**config.mk**
```make
export PLATFORM = sky130hd
export DESIGN_NAME = timer_compare_pair
export DESIGN_NICKNAME = d
export VERILOG_FILES = /design/src/rtl/tcp_pkg.sv /design/src/rtl/tcp_ctrl.sv /design/src/rtl/tcp_dpath.sv /design/src/rtl/timer_compare_pair.sv
export SDC_FILE = /design/constraint.sdc
export NUM_CORES = 1
export LEC_CHECK = 0
export BUFFER_PORTS_ARGS = -buffer_cell sky130_fd_sc_hd__buf_2
export CORE_ASPECT_RATIO = 1.5
export CORE_MARGIN = 2
export CORE_UTILIZATION = 45
export CTS_BUF_LIST = sky130_fd_sc_hd__clkbuf_2 sky130_fd_sc_hd__clkbuf_4 sky130_fd_sc_hd__clkbuf_8
export CTS_CLUSTER_DIAMETER = 150
export DETAILED_ROUTE_END_ITERATION = 8
export PLACE_DENSITY = 0.63
export SYNTH_ARGS = -nofsm -noshare
export SYNTH_HDL_FRONTEND = slang
export SYNTH_HIERARCHICAL = 1
export SYNTH_SLANG_ARGS = --single-unit
```
**constraint.sdc**
```tcl
create_clock -name clk -period 2.9 [get_ports clk]
set_input_delay 0.725 -clock clk [delete_from_list [all_inputs] [get_ports clk]]
set_output_delay 0.725 -clock clk [all_outputs]
set_load 0.03 [all_outputs]
```
**src/rtl/tcp_pkg.sv**
```systemverilog
package tcp_pkg;
  localparam int TCP_CH      = 2;
  localparam int TCP_CNT_W   = 32;
  localparam int TCP_BYTE_W  = 8;
  localparam int TCP_BYTES   = TCP_CNT_W / TCP_BYTE_W;
  localparam int TCP_BSEL_W  = $clog2(TCP_BYTES);
  localparam int TCP_ADDR_W  = 2;
  localparam int TCP_CTRL_ADDR = 0;

  // Strobes from the bus decoder to the compare datapath
  typedef struct packed {
    logic [TCP_CH-1:0]     stageWr;
    logic [TCP_CH-1:0]     commit;
    logic [TCP_BSEL_W-1:0] byteIdx;
    logic [TCP_BYTE_W-1:0] data;
  } tcpStrobe_t;
endpackage

```
**src/rtl/tcp_ctrl.sv**
```systemverilog
module tcp_ctrl
  import tcp_pkg::*;
(
  input  logic                  clk,
  input  logic                  rstN,
  input  logic                  busWe,
  input  logic [TCP_ADDR_W-1:0] busAddr,
  input  logic [TCP_BSEL_W-1:0] busByte,
  input  logic [TCP_BYTE_W-1:0] busWdata,
  output tcpStrobe_t            strb,
  output logic [TCP_CH-1:0]     cmpEn,
  output logic [TCP_CH-1:0]     dbEn,
  output logic [TCP_BYTE_W-1:0] ctrlByte
);
  localparam logic [TCP_BSEL_W-1:0] LAST_BYTE = TCP_BSEL_W'(TCP_BYTES - 1);
  localparam logic [TCP_ADDR_W-1:0] CTRL_ADDR = TCP_ADDR_W'(TCP_CTRL_ADDR);

  logic ctrlWr;
  assign ctrlWr = busWe && (busAddr == CTRL_ADDR) && (busByte == '0);

  always_comb begin
    strb         = '0;
    strb.byteIdx = busByte;
    strb.data    = busWdata;
    for (int c = 0; c < TCP_CH; c++) begin
      if (busWe && (busAddr == TCP_ADDR_W'(TCP_CTRL_ADDR + 1 + c))) begin
        if (busByte == LAST_BYTE) strb.commit[c]  = 1'b1;
        else                      strb.stageWr[c] = 1'b1;
      end
    end
  end

  always_ff @(posedge clk or negedge rstN) begin
    if (!rstN) begin
      cmpEn <= '0;
      dbEn  <= '0;
    end else if (ctrlWr) begin
      cmpEn <= busWdata[TCP_CH-1:0];
      dbEn  <= busWdata[2*TCP_CH-1:TCP_CH];
    end
  end

  assign ctrlByte = TCP_BYTE_W'({dbEn, cmpEn});
endmodule

```
**src/rtl/tcp_dpath.sv**
```systemverilog
module tcp_dpath
  import tcp_pkg::*;
(
  input  logic                                clk,
  input  logic                                rstN,
  input  tcpStrobe_t                          strb,
  input  logic [TCP_CH-1:0]                   cmpEn,
  input  logic [TCP_CH-1:0]                   dbEn,
  input  logic [TCP_CNT_W-1:0]                count,
  output logic [TCP_CH-1:0]                   matchOut,
  output logic [TCP_CH-1:0][TCP_CNT_W-1:0]    activeVec
);
  localparam int LOW_W = TCP_CNT_W - TCP_BYTE_W;

  for (genvar c = 0; c < TCP_CH; c++) begin : g_chan
    logic [TCP_CNT_W-1:0] stage;
    logic [TCP_CNT_W-1:0] shadow;
    logic [TCP_CNT_W-1:0] active;
    logic [TCP_CNT_W-1:0] word;
    logic                 loaded;
    logic                 hit;
    logic                 fire;

    assign word = {strb.data, stage[LOW_W-1:0]};
    assign hit  = loaded && (count == active);
    assign fire = hit && cmpEn[c];

    always_ff @(posedge clk or negedge rstN) begin
      if (!rstN) begin
        stage    <= '0;
        shadow   <= '0;
        active   <= '0;
        loaded   <= 1'b0;
        matchOut[c] <= 1'b0;
      end else begin
        matchOut[c] <= fire;
        if (strb.stageWr[c]) begin
          stage[strb.byteIdx*TCP_BYTE_W +: TCP_BYTE_W] <= strb.data;
        end
        if (fire && dbEn[c]) begin
          active <= shadow;
        end
        if (strb.commit[c]) begin
          shadow <= word;
          if (!dbEn[c]) begin
            active <= word;
            loaded <= 1'b1;
          end
        end
      end
    end

    assign activeVec[c] = active;
  end
endmodule

```
**src/rtl/timer_compare_pair.sv**
```systemverilog
module timer_compare_pair
  import tcp_pkg::*;
(
  input  logic                  clk,
  input  logic                  rstN,
  input  logic [TCP_CNT_W-1:0]  count,
  input  logic                  busWe,
  input  logic [TCP_ADDR_W-1:0] busAddr,
  input  logic [TCP_BSEL_W-1:0] busByte,
  input  logic [TCP_BYTE_W-1:0] busWdata,
  output logic [TCP_BYTE_W-1:0] busRdata,
  output logic [TCP_CH-1:0]     matchOut
);
  tcpStrobe_t                       strb;
  logic [TCP_CH-1:0]                cmpEn;
  logic [TCP_CH-1:0]                dbEn;
  logic [TCP_BYTE_W-1:0]            ctrlByte;
  logic [TCP_CH-1:0][TCP_CNT_W-1:0] activeVec;

  tcp_ctrl u_ctrl (
    .clk      (clk),
    .rstN     (rstN),
    .busWe    (busWe),
    .busAddr  (busAddr),
    .busByte  (busByte),
    .busWdata (busWdata),
    .strb     (strb),
    .cmpEn    (cmpEn),
    .dbEn     (dbEn),
    .ctrlByte (ctrlByte)
  );

  tcp_dpath u_dpath (
    .clk       (clk),
    .rstN      (rstN),
    .strb      (strb),
    .cmpEn     (cmpEn),
    .dbEn      (dbEn),
    .count     (count),
    .matchOut  (matchOut),
    .activeVec (activeVec)
  );

  always_comb begin
    busRdata = '0;
    if (busAddr == TCP_ADDR_W'(TCP_CTRL_ADDR) && busByte == '0) begin
      busRdata = ctrlByte;
    end
    for (int c = 0; c < TCP_CH; c++) begin
      if (busAddr == TCP_ADDR_W'(TCP_CTRL_ADDR + 1 + c)) begin
        busRdata = activeVec[c][busByte*TCP_BYTE_W +: TCP_BYTE_W];
      end
    end
  end
endmodule

```
==> reports/metrics.yaml <==
outcome: "complete, no violations"
path_cells: "buf_2 > buf_4 > mux2_2 > a22o_1 > a221o_1 > buf_2"
ir_drop_uv: 276.9
initial_core_util_pct: 45.58
ios: 57
drive_gt1_share_pct: 30.18
routedWlPerCell_um: 24.11
final_hold_viol_count: 0
pwr-share-seq_pct: 52.7
fin_worst_skew_ps: 13.19
cp_slowest_cell: "mux2_2"
clk_pin_slew_ps: 80
synth-async-reset-ratio_pct: 100.0
numCtsBuffers: 17
holdCritPathClass: "input pin to asynchronous set/reset pin"
crit_buf_inv: 3
ant_nets: 0
r2r_cells: 7
p_leak_uw: 0.004490
die_w_um: 119.4
synth_top_area_share_pct: 51.26
grt_pass1_wl_um: 41190
drcViolationCount: 0
yosysTopAreaCell: "dfrtp_1"
cts_max_level: 4
crit_fanout: 9
postCtsHoldBufs: 0
p_clk_share_pct: 28.5
post-route-min-period_ps: 2850
yosysWarnings: 6
root_buffer: "clkbuf_8"
synth-edff-count: 0
firstDrtPassIters: 7
grt_usage_pct: 26.43
powerDensity_nw_per_um2: 643.7
netSwitchingPower_uw: 1908
ys_top_cells_by_area: "dfrtp_1 (51%), mux2_2 (9.4%), nand2b_1 (5.2%), xor2_1 (4.7%), o221a_1 (4.3%)"
grt_overflow_total: 0
place.gp.congestion: 0.9920
synth_flop_cell: "dfrtp_1"
nets: 876
rsz0062_at_grt: "false"
cpMostUsedCell: "buf_2"
synth.distinct_cells: 44
hpwl_um: 19290
die_h_um: 177.0
cts_buffer_depth: 2
intPower_uw: 4614
synthCells: 760
synthToLayoutAreaGrowth_pct: 12.80
avgSynthCellArea_um2: 11.82
postCtsSetupBuffers: 0
crit_path_end: "busRdata[1]"
finalNonFillerCells: 1095
fin_setup_tns_ps: 0
worst_slack_ps: 50.48
power_frac_comb_pct: 18.7
grt_max_degree: 66
cp_data_arrival_time_ps: 2120
r2r_slack_ps: 520
post-route-period-util_pct: 98.26
diodes: 0
swShare_pct: 29.26
tightest_slew_ps: 616.3
crit_type: "input pin to output pin"
grt_pass1_vias: 6825
dp_cells: 1066
clock_latency_ps: 480
cts_tree: "built"
antenna_found_initial: 0
slowest_delay_ps: 340
ys_ff_latch: 184
die_area_um2: 21130
fmax_mhz: 350.9
place_ws_ps: -58.32
ys_seq_area_share_pct: 51.26
setup_viol: 0
drt_iter0_drc: 523
r2r-start: "u_dpath/g_chan[1].active[10]$_DFF_PN0_"
core_um2: 19710
r2r-end: "u_dpath/g_chan[1].active[8]$_DFF_PN0_"
maxCapViolCount: 0
worst_setup_path_end_kind: "output pin"
startpoint_type: "input pin"
vias_per_cell: 5.870
maxSlewViolCount: 0
max_slew_margin_pct: 58.60
path_delay_family: "buffers and inverters"
io_buffers: 56
wl_um: 26400
crit_cells: 6
cts.sinks: 184
synth_area_um2: 8982
cp_data_required_time_ps: 2170
rows: 63
cp-startpoint: "busByte[1]"
num_vias: 6428
==> power groups by stage <==
stage | Clock, uW | Combinational [uW] | Sequential [uW]
after global placement | 0 | 1170 | 3470
final | 1860 | 1220 | 3440
after detailed placement | 0 | 1210 | 3480
after CTS | 1900 | 1220 | 3430
after floorplan | 0 | 917 | 3250
after global routing | 2000 | 1330 | 3480
==> sequential cells by signal, indices dropped and copies added, names as in the netlist <==
name                   count
u_dpath/g_chan.stage      48
u_ctrl/cmpEn               2
u_dpath/g_chan.active     64
u_ctrl/dbEn                2
u_dpath/g_chan.shadow     64
u_dpath/g_chan.loaded      2
u_dpath/matchOut           2
==> cells in the mapped netlist, types with 5 or more instances <==
cell / instances
o221a_1: 34
buf_2: 6
o21ai_0: 54
mux4_2: 8
o221a_2: 27
inv_1: 16
buf_4: 19
a221o_1: 7
nand2b_1: 74
mux2_2: 75
nor4_1: 12
clkbuf_1: 23
a21oi_1: 5
xor2_1: 48
dfrtp_1: 184
a22o_1: 7
nand2_1: 91
nor2_1: 5
==> worst min path at each step <==
stage | start | to | slack (ps) | depth (start not counted)
final | rstN | u_dpath/g_chan[1].stage[12]$_DFFE_PN0P_ | 250 | 1
after global routing | rstN | u_dpath/g_chan[1].shadow[12]$_DFFE_PN0P_ | 270 | 1
after CTS | rstN | u_dpath/g_chan[0].active[28]$_DFF_PN0_ | 250 | 1
after detailed placement | u_dpath/g_chan[1].loaded$_DFFE_PN0P_ | u_dpath/g_chan[1].loaded$_DFFE_PN0P_ | 460 | 1
after global placement | u_dpath/g_chan[0].loaded$_DFFE_PN0P_ | u_dpath/g_chan[0].loaded$_DFFE_PN0P_ | 450 | 1
after floorplan | rstN | u_ctrl/cmpEn[0]$_DFFE_PN0P_ | 430 | 0
==> layout make-up <==
class | instances | area (um^2)
timing repair buffer | 100 | 696.9
fill | 1777 | 9574
tap | 260 | 325.3
sequential | 184 | 4604
clock buffer | 20 | 275.3
inverter | 16 | 60.06
multi-input combinational | 506 | 4021
clock inverter | 9 | 148.9
==> layer usage <==
layer,GRT usage (%),vias up,wire (um)
met5,0,-,0
met4,15.49,0,1483
met3,4.510,74,1437
met2,43.63,243,12780
met1,32.68,3273,10700
li1,-,2838,-
==> layout by cell type, fill, tap and decap left out, types with 3 or more instances in the layout <==
cell,count
dfrtp_1,184
nand2_1,91
mux2_2,75
nand2b_1,74
buf_2,54
o21ai_0,54
xor2_1,48
buf_4,39
o221a_1,34
o221a_2,27
clkbuf_8,21
inv_1,16
nor4_1,12
mux4_2,8
a22o_1,7
a221o_1,7
buf_12,6
a21oi_1,5
clkinv_2,4
bufinv_16,4
conb_1,4
xnor2_1,4
nand4_1,4
ha_1,4
nor4_4,3
a222oi_1,3
mux2_4,3
mux2_1,3
o2111a_1,3
nor3_1,3
nand3_1,3
mux2i_1,3
nor2_1,3
nor3b_1,3
==> cells by family after synthesis <==
| family | after synthesis | share of synthesized area [%] |
|---|---|---|
| other | 1 | 0.04175 |
| AOI/OAI and AO/OA | 144 | 13.50 |
| xor gates and xnor gates | 52 | 5.070 |
| adders and majority gates | 4 | 0.5572 |
| and+or+nand+nor | 210 | 12.56 |
| buffers and inverters | 73 | 4.388 |
| DFF | 184 | 51.26 |
| muxes | 92 | 12.62 |
==> stage by stage <==
stage               utilization, %  cell area (um^2)  power, uW  hold slack [ps]
global route                 51.42             10130       6823            271.7
detailed placement           49.22              9699       4691            456.9
floorplan                        -              8994       4163            429.4
finish                       51.42             10130       6522            248.6
global placement             49.22              9699       4639            451.3
CTS                          51.42             10130       6555            245.8
==> worst reg2reg max path: stages (launching register included) <==
cell and delay [ps]:
dfrtp_1 460, xor2_1 180, nor4_1 470, nand3_1 200, nor4_4 290, nand2_1 120, buf_4 250, o221a_1 280
==> timing repair <==
action / 4_1_cts / 5_1_grt
pin swaps: 0 / 1
endpoints found under the hold margin: 0 / 0
setup endpoints to repair: 7 / 1
resized for setup: 2 / 0
Power figures use the tool's default switching activity.
